===== config.mk =====
export PLATFORM = sky130hd
export DESIGN_NAME = sem_bank_2p
export DESIGN_NICKNAME = d
export VERILOG_FILES = /design/src/rtl/sem_bank_pkg.sv /design/src/rtl/sem_port_dec.sv /design/src/rtl/sem_cell.sv /design/src/rtl/sem_rd_reg.sv /design/src/rtl/sem_bank_2p.sv
export SDC_FILE = /design/constraint.sdc
export NUM_CORES = 1
export LEC_CHECK = 0
export BUFFER_PORTS_ARGS = -buffer_cell sky130_fd_sc_hd__buf_2
export CAP_MARGIN = 20
export CELL_PAD_IN_SITES_DETAIL_PLACEMENT = 2
export CELL_PAD_IN_SITES_GLOBAL_PLACEMENT = 2
export CORE_UTILIZATION = 34
export CTS_CLUSTER_SIZE = 16
export DETAILED_ROUTE_END_ITERATION = 8
export GPL_TIMING_DRIVEN = 0
export PLACE_DENSITY = 0.84
export SETUP_SLACK_MARGIN = 0.02
export SKIP_CTS_REPAIR_TIMING = 1
export SLEW_MARGIN = 20
export SYNTH_ARGS = -nofsm -noshare
export SYNTH_HDL_FRONTEND = slang
export SYNTH_HIERARCHICAL = 1
export SYNTH_SLANG_ARGS = --single-unit
export TNS_END_PERCENT = 50

===== constraint.sdc =====
create_clock -name clk_i -period 1.67 [get_ports clk_i]
set_input_delay 0 -clock clk_i [delete_from_list [all_inputs] [get_ports clk_i]]
set_output_delay 0 -clock clk_i [all_outputs]
set_load 0.01 [all_outputs]

===== src/rtl/sem_bank_pkg.sv =====
package sem_bank_pkg;
  typedef enum logic [1:0] {
    OWN_NONE  = 2'd0,
    OWN_LEFT  = 2'd1,
    OWN_RIGHT = 2'd2
  } owner_e;
endpackage


===== src/rtl/sem_port_dec.sv =====
module sem_port_dec #(
  parameter int ADDR_W = 13,
  parameter int N_SEM  = 8,
  localparam int IDX_W = $clog2(N_SEM)
) (
  input  logic              sem_ni,
  input  logic              ce_ni,
  input  logic [ADDR_W-1:0] addr_i,
  input  logic              we_i,
  input  logic              wdata_i,
  output logic [N_SEM-1:0]  set_o,
  output logic [N_SEM-1:0]  clr_o,
  output logic              rd_o,
  output logic [IDX_W-1:0]  rd_idx_o
);
  logic             sel;
  logic [IDX_W-1:0] idx;
  logic             unused_addr;

  assign sel         = !sem_ni && ce_ni;
  assign idx         = addr_i[IDX_W-1:0];
  assign unused_addr = ^addr_i[ADDR_W-1:IDX_W];
  assign rd_o        = sel && !we_i;
  assign rd_idx_o    = idx;

  always_comb begin
    for (int i = 0; i < N_SEM; i++) begin
      set_o[i] = sel && we_i && !wdata_i && (idx == IDX_W'(i));
      clr_o[i] = sel && we_i &&  wdata_i && (idx == IDX_W'(i));
    end
  end
endmodule


===== src/rtl/sem_cell.sv =====
module sem_cell
  import sem_bank_pkg::*;
(
  input  logic clk_i,
  input  logic rst_ni,
  input  logic set_l_i,
  input  logic clr_l_i,
  input  logic set_r_i,
  input  logic clr_r_i,
  output logic own_l_o,
  output logic own_r_o
);
  owner_e owner_q, owner_d;
  logic   req_l_q, req_r_q, req_l_d, req_r_d;

  assign req_l_d = set_l_i ? 1'b1 : (clr_l_i ? 1'b0 : req_l_q);
  assign req_r_d = set_r_i ? 1'b1 : (clr_r_i ? 1'b0 : req_r_q);

  // left takes a free semaphore on a tie
  always_comb begin
    owner_d = owner_q;
    unique case (owner_q)
      OWN_NONE: begin
        if (req_l_d)      owner_d = OWN_LEFT;
        else if (req_r_d) owner_d = OWN_RIGHT;
      end
      OWN_LEFT:  if (!req_l_d) owner_d = req_r_d ? OWN_RIGHT : OWN_NONE;
      OWN_RIGHT: if (!req_r_d) owner_d = req_l_d ? OWN_LEFT : OWN_NONE;
      default:   owner_d = OWN_NONE;
    endcase
  end

  always_ff @(posedge clk_i or negedge rst_ni) begin
    if (!rst_ni) begin
      owner_q <= OWN_NONE;
      req_l_q <= 1'b0;
      req_r_q <= 1'b0;
    end else begin
      owner_q <= owner_d;
      req_l_q <= req_l_d;
      req_r_q <= req_r_d;
    end
  end

  assign own_l_o = (owner_q == OWN_LEFT);
  assign own_r_o = (owner_q == OWN_RIGHT);

  assert_grant_free_R5: assert property (@(posedge clk_i) disable iff (!rst_ni)
    (owner_q == OWN_NONE && set_l_i) |=> own_l_o);
  assert_keep_left_R6: assert property (@(posedge clk_i) disable iff (!rst_ni)
    (owner_q == OWN_LEFT && !clr_l_i) |=> own_l_o);
  assert_keep_right_R6: assert property (@(posedge clk_i) disable iff (!rst_ni)
    (owner_q == OWN_RIGHT && !clr_r_i) |=> own_r_o);
  assert_handoff_R7: assert property (@(posedge clk_i) disable iff (!rst_ni)
    (owner_q == OWN_LEFT && clr_l_i && req_r_q && !clr_r_i) |=> own_r_o);
  assert_cancel_R8: assert property (@(posedge clk_i) disable iff (!rst_ni)
    (owner_q == OWN_LEFT && clr_r_i) |=> !req_r_q);
  assert_tie_left_R11: assert property (@(posedge clk_i) disable iff (!rst_ni)
    (owner_q == OWN_NONE && set_l_i && set_r_i) |=> (own_l_o && req_r_q));
endmodule


===== src/rtl/sem_rd_reg.sv =====
module sem_rd_reg #(
  parameter int N_SEM  = 8,
  parameter int DATA_W = 8,
  localparam int IDX_W = $clog2(N_SEM)
) (
  input  logic              clk_i,
  input  logic              rst_ni,
  input  logic              rd_i,
  input  logic [IDX_W-1:0]  idx_i,
  input  logic [N_SEM-1:0]  own_i,
  output logic [DATA_W-1:0] rdata_o
);
  always_ff @(posedge clk_i or negedge rst_ni) begin
    if (!rst_ni)   rdata_o <= '1;
    else if (rd_i) rdata_o <= {DATA_W{!own_i[idx_i]}};
  end

  assert_replicate_R9: assert property (@(posedge clk_i) disable iff (!rst_ni)
    (rdata_o == '0) || (rdata_o == '1));
  assert_hold_R9: assert property (@(posedge clk_i) disable iff (!rst_ni)
    !rd_i |=> $stable(rdata_o));
endmodule


===== src/rtl/sem_bank_2p.sv =====
module sem_bank_2p #(
  parameter int ADDR_W = 13,
  parameter int N_SEM  = 8,
  parameter int DATA_W = 8,
  localparam int IDX_W = $clog2(N_SEM)
) (
  input  logic              clk_i,
  input  logic              rst_ni,
  input  logic              l_sem_ni,
  input  logic              l_ce_ni,
  input  logic [ADDR_W-1:0] l_addr_i,
  input  logic              l_we_i,
  input  logic              l_wdata_i,
  output logic [DATA_W-1:0] l_rdata_o,
  input  logic              r_sem_ni,
  input  logic              r_ce_ni,
  input  logic [ADDR_W-1:0] r_addr_i,
  input  logic              r_we_i,
  input  logic              r_wdata_i,
  output logic [DATA_W-1:0] r_rdata_o
);
  logic [N_SEM-1:0] l_set, l_clr, r_set, r_clr, own_l, own_r;
  logic             l_rd, r_rd;
  logic [IDX_W-1:0] l_idx, r_idx;

  sem_port_dec #(.ADDR_W(ADDR_W), .N_SEM(N_SEM)) u_dec_l (
    .sem_ni(l_sem_ni), .ce_ni(l_ce_ni), .addr_i(l_addr_i), .we_i(l_we_i),
    .wdata_i(l_wdata_i), .set_o(l_set), .clr_o(l_clr), .rd_o(l_rd), .rd_idx_o(l_idx));

  sem_port_dec #(.ADDR_W(ADDR_W), .N_SEM(N_SEM)) u_dec_r (
    .sem_ni(r_sem_ni), .ce_ni(r_ce_ni), .addr_i(r_addr_i), .we_i(r_we_i),
    .wdata_i(r_wdata_i), .set_o(r_set), .clr_o(r_clr), .rd_o(r_rd), .rd_idx_o(r_idx));

  for (genvar g = 0; g < N_SEM; g++) begin : g_cell
    sem_cell u_cell (
      .clk_i(clk_i), .rst_ni(rst_ni),
      .set_l_i(l_set[g]), .clr_l_i(l_clr[g]),
      .set_r_i(r_set[g]), .clr_r_i(r_clr[g]),
      .own_l_o(own_l[g]), .own_r_o(own_r[g]));
  end

  sem_rd_reg #(.N_SEM(N_SEM), .DATA_W(DATA_W)) u_rd_l (
    .clk_i(clk_i), .rst_ni(rst_ni), .rd_i(l_rd), .idx_i(l_idx),
    .own_i(own_l), .rdata_o(l_rdata_o));

  sem_rd_reg #(.N_SEM(N_SEM), .DATA_W(DATA_W)) u_rd_r (
    .clk_i(clk_i), .rst_ni(rst_ni), .rd_i(r_rd), .idx_i(r_idx),
    .own_i(own_r), .rdata_o(r_rdata_o));

  assert_illegal_l_R3: assert property (@(posedge clk_i) disable iff (!rst_ni)
    (!l_sem_ni && !l_ce_ni) |=> ($stable(l_rdata_o) && $stable(own_l)));
  assert_illegal_r_R3: assert property (@(posedge clk_i) disable iff (!rst_ni)
    (!r_sem_ni && !r_ce_ni) |=> ($stable(r_rdata_o) && $stable(own_r)));
  assert_single_owner_R5: assert property (@(posedge clk_i) disable iff (!rst_ni)
    (own_l & own_r) == '0);
endmodule


== After elaboration in Yosys (flattened, before gate mapping) ==
Index checks and enable logic that the tools add are counted.
Word-level totals
  bits in registers: 34
  output and inout port bits: 16
Cells by class
  equality and inequality tests: 54
  multiplexer cells: 92
  reductions and logical operators: 68
  $lt $le $gt $ge: 2
Operators by type and width (count)
  2-bit two-way mux: 40
  2-bit one-hot mux with 3 select lines: 8
  1-bit logical AND: 42
  1-bit two-way mux: 42
  2-bit inequality test (second input constant): 16
  3-bit equality test (second input constant): 8
  3-bit by 1-bit inequality test with 1-bit output (second input constant): 8
  3-bit AND reduction: 8
  2-bit by 1-bit equality test with 1-bit output (second input constant): 8
  2-bit equality test (second input constant): 8
  2-bit zero test: 8
  3-bit by 2-bit equality test with 1-bit output (second input constant): 4
  1-bit zero test: 8
  3-bit by 4-bit < comparator with 1-bit output (second input constant): 2
  1-bit binary-select mux with 3-bit select: 2
  3-bit by 1-bit equality test with 1-bit output (second input constant): 2
  3-bit zero test: 2

== Longest topological paths before layout ==
  depth in word-level cells: 10
  depth in mapped cells: 6
  gate-level depth less buffers: 5

== Hierarchy ==
Netlist, hierarchy kept.
Modules (own cells, without submodules)
  sem_cell: area an instance 177.7 µm², sequential area each 100.1 µm², times used 8, cells each 14
  sem_port_dec: area an instance 224.0 µm², sequential area each 0.0 µm², times used 2, cells each 32
  sem_rd_reg: area an instance 161.4 µm², sequential area each 26.3 µm², times used 2, cells each 15

== Worst setup path after synthesis ==
No wires, ideal clock.
  path kind: register to register
  from: register g_cell[7].u_cell.owner_q[0]
  to: register u_rd_r/rdata_o[0] (netlist name)
  stages on the path, launching flop included: 5
  buffers on the path: 0
  data arrival time: 1.315 ns
  path slack: 0.272 ns
  data required time: 1.588 ns
  path through: dfrtp_1 and2b_1 mux2i_1 mux4_2 mux2_4
Between the ends
  word-level cells in the longest chain between the ends: 4
RTL lines
  start: declaration: RTL line sem_cell.sv:13  | owner_e owner_q, owner_d;
  start signal: assignment: RTL line sem_cell.sv:39  | owner_q <= owner_d;
  2-bit equality test: RTL line sem_cell.sv:46  | assign own_r_o = (owner_q == OWN_RIGHT);
  via own_r[7]: RTL line sem_bank_2p.sv:22  | logic [N_SEM-1:0] l_set, l_clr, r_set, r_clr, own_l, own_r;
  1-bit binary-select mux with 3-bit select: RTL line sem_rd_reg.sv:15  | else if (rd_i) rdata_o <= {DATA_W{!own_i[idx_i]}};
  1-bit two-way mux (not written as such): RTL line sem_rd_reg.sv:15
  1-bit zero test: RTL line sem_rd_reg.sv:15
The timed path passes the listed nets, and every way through them passes these cells. The select of a mux whose other input is x is not followed.
A chain may end at the register's enable or synchronous reset.

== Final worst setup path ==
  from: register g_cell[1].u_cell.owner_q[0]
  to: register u_rd_r/rdata_o[0] (netlist name)
Between the ends
  word-level cells in the longest chain between the ends: 4
RTL lines (RTL line)
  start: declaration: sem_cell.sv:13
  start signal: assignment: sem_cell.sv:39
  2-bit equality test: sem_cell.sv:46
  via own_r[1]: sem_bank_2p.sv:22
  1-bit binary-select mux with 3-bit select: sem_rd_reg.sv:15
  1-bit two-way mux (not written as such): sem_rd_reg.sv:15
  1-bit zero test: sem_rd_reg.sv:15
The timed path passes the listed nets, and every way through them passes these cells. The select of a mux whose other input is x is not followed.

==> results.md <==
- Status: completed
- Hold Vio Cnt, Final: 0
- Setup_tns: 0 ns
- Hold Path Depth: 3
- H-tree levels: 2
- Setup CP Type: reg2reg
- DRT antenna net count: 0
- Drt pass-1 iters: 4
- DIE AREA: 6772 um2
- Vias: 1,610
- # setup viols final: 0
- Final Net Count: 281
- CP cell instances: and2b_1 -> mux2i_1 -> mux4_2 -> mux2_4
- Worst EP arrival: 1.77 ns
- Flop pwr share: 0.415
- Drt wl/cell: 17.26 um
- GP Congestion: 0.7321
- Min-delay worst type: in2reg
- Vias in the first global route: 1,765
- Core area: 6061 um2
- P_int: 0.001869 W
- Drt first-iter violations: 69
- ANT cells: 0
- HP Start: r_sem_ni
- P_leak: 1.138 nW
- Row count: 28
- Hpwl dp: 4303 um
- Worst vdd ir: 0.0004415 V
- Worst path required time: 1.89 ns
- I/O pin cnt: 52
- Area grow syn2layout: 15.92%
- Min cycle time layout: 1.547 ns
- Psw: 0.0008964 W
- Maximum clock frequency: 0.6465 GHz
- Post-Syn Instances: 206
- Setup slack, reg-to-reg: 0.12 ns
- Reg-to-reg startpoint: g_cell[1].u_cell/owner_q[0]
- FF-to-FF End: u_rd_r/rdata_o[0]
- #FFs+latches synth: 34
- CTS buffer count: 5
- Placed Area: 2441 um2
- Cell Pwr Density: 1088 nW/um2
- Hold endpoint: u_rd_r/rdata_o[0]
- Hold Slack: 0.06970 ns
- Sequential element share of the synthesized area: 0.3893
- Mapped Area: 2192 um2
- # DRC: 0
- Max Slew Vio Count: 0
- Worst Clk Skew: 0.007481 ns
- TritonCTS clock tree: yes
- Clock power frac: 0.231
- Switching share of power: 0.3242
- Sink Count: 34
- Yosys warning total: 6
- CP max FO: 3
- Setup repair after global routing missed its margin: false
- Synth cell types: 30
- Period utilisation layout: 0.9262
- Post-route cell area: 2541 um2
- CP peak stage delay: 0.48 ns
- Clock buffer depth: 2
- Syn nets: 242
- Share of cells above drive strength 1: 0.3780
- DRT Wirelength: 5540 um
- Root buffer cell: clkbuf_8
- Clk_lat worst skew: 0.29 ns
- CTS clk-pin slew, worst paths: 0.07 ns
- Gr usage total: 0.1863
- Crit path launch type: flop
- Die height: 82.30 um
- Relative slew margins: 0.4583
- Max Cap Viol: 0
- Syn avg cell area: 10.64 um2
- Combinational share of power: 0.354
- First-pass GRT wire length: 9101 um
- Total power: 0.002765 W
- Endpoint class of the critical path: flop
- Die X: 82.30 um
- Initial antenna violation count: 0
- Initial Utilization: 0.3617
- Largest net degree at the start of global routing: 35
- Critical path's slowest cell: mux4_2
- Vias/cell: 5.016
- Grt total ovfl: 0
- Number of buffers added on ports: 31
- R2r worst-path depth: 4
- Worst-Margin Slew: 0.8126 ns
==> worst max-delay path by stage <==
stage	start	endpoint	slack, ns	cells past startpoint
finish	g_cell[1].u_cell/owner_q[0]	u_rd_r/rdata_o[0]	0.12	4
global route	g_cell[4].u_cell/owner_q[0]	u_rd_r/rdata_o[0]	0.05	4
CTS	g_cell[3].u_cell/owner_q[0]	u_rd_r/rdata_o[0]	0.11	4
detailed placement	r_sem_ni	g_cell[1].u_cell/owner_q[0]	-0.02	6
global placement	r_sem_ni	g_cell[1].u_cell/owner_q[1]	0.08	6
floorplan	g_cell[7].u_cell/owner_q[0]	u_rd_r/rdata_o[0]	0.27	4
==> cell usage after synthesis <==
master / number / share of area
mux2_4: 2 / 0.014
nor4_1: 4 / 0.011
nor4b_4: 2 / 0.022
o21a_1: 8 / 0.027
or3b_1: 2 / 0.0080
nand4b_1: 2 / 0.0080
buf_4: 20 / 0.068
or2_4: 8 / 0.032
nor4b_1: 2 / 0.0080
nand3b_1: 2 / 0.0068
nor2b_1: 8 / 0.023
nor4_2: 4 / 0.023
mux4_2: 2 / 0.021
clkbuf_1: 2 / 0.0034
o31ai_1: 8 / 0.027
nor2_1: 16 / 0.027
clkbuf_2: 2 / 0.0046
nand4_1: 2 / 0.0057
and2b_1: 8 / 0.027
nand2b_1: 20 / 0.057
nor3b_1: 10 / 0.034
buf_2: 4 / 0.0091
nand4bb_1: 4 / 0.021
dfrtp_1: 32 / 0.37
and2_1: 8 / 0.023
nor2b_4: 8 / 0.050
nor3_1: 4 / 0.0091
nand2_1: 2 / 0.0034
dfstp_2: 2 / 0.024
mux2i_1: 8 / 0.037
==> per-layer routing <==
metal	part of all wire	up-vias	track usage
met5	0	-	0
met1	0.46	794	0.2353
met2	0.49	33	0.3223
li1	-	775	-
met4	0.013	0	0.05439
met3	0.037	8	0.03407
==> flip-flops by register name (all words and copies together) (netlist names) <==
name                   count
g_cell.u_cell/owner_q     16
g_cell.u_cell/req_l_q      8
g_cell.u_cell/req_r_q      8
u_rd_l/rdata_o             1
u_rd_r/rdata_o             1
==> metrics by stage <==
step                      utilization  setup WS, ns  cells
after global routing           0.4193       0.05492    321
final                          0.4193        0.1232    321
after global placement         0.4028       0.08198    312
after detailed placement       0.4028      -0.02008    312
after CTS                      0.4176        0.1124    320
after floorplan                     -        0.2723    206
==> worst max-delay path, delay by kind of cell (launching register included) <==
family	cells	cell delay (ns)
flip-flops	1	0.41
multiplexers	3	0.85
AND/OR/NAND/NOR	1	0.23
==> power by group through the flow <==
| stage | registers [W] | clock network (W) | logic (W) |
|---|---|---|---|
| after global placement | 0.00115 | 0 | 0.000953 |
| after CTS | 0.00116 | 0.000662 | 0.000997 |
| after floorplan | 0.00113 | 0 | 0.000707 |
| after global routing | 0.00118 | 0.000692 | 0.00108 |
| after detailed placement | 0.00117 | 0 | 0.000990 |
| final | 0.00115 | 0.000639 | 0.000978 |
==> placed cells by master (no fill, tap or decap), types with 4 or more instances in the layout <==
cell and instances:
buf_2 35, and2b_1 8, nor4_2 4, nor2b_4 8, mux2i_1 8, and2_1 8
nor2b_1 8, clkbuf_8 5, nand4bb_1 4, nor3b_1 10, o31ai_1 8, or2_4 8
dfrtp_1 32, nand2b_1 20, o21a_1 8, nor2_1 16, buf_4 20, nor4_1 4
nor3_1 4
==> area by class of cell <==
class | instances | area (um2)
Multi-Input combinational cell | 144 | 1151
Fill cell | 646 | 3520
Sequential cell | 34 | 853.3
Clock inverter | 3 | 21.27
Buffer | 28 | 187.7
Timing Repair Buffer | 32 | 165.2
Tap cell | 75 | 93.84
Clock buffer | 5 | 68.82
==> logic make-up (layout without fill, tap and decap cells) <==
| group | Yosys count | in the layout | synth area share |
|---|---|---|---|
| and+or+nand+nor | 116 | 116 | 0.3996 |
| muxes | 12 | 12 | 0.07078 |
| buffers and inverters | 28 | 68 | 0.08562 |
| DFF | 34 | 34 | 0.3893 |
| AOI/OAI and AO/OA | 16 | 16 | 0.05480 |
(Power assumes the default switching activity.)
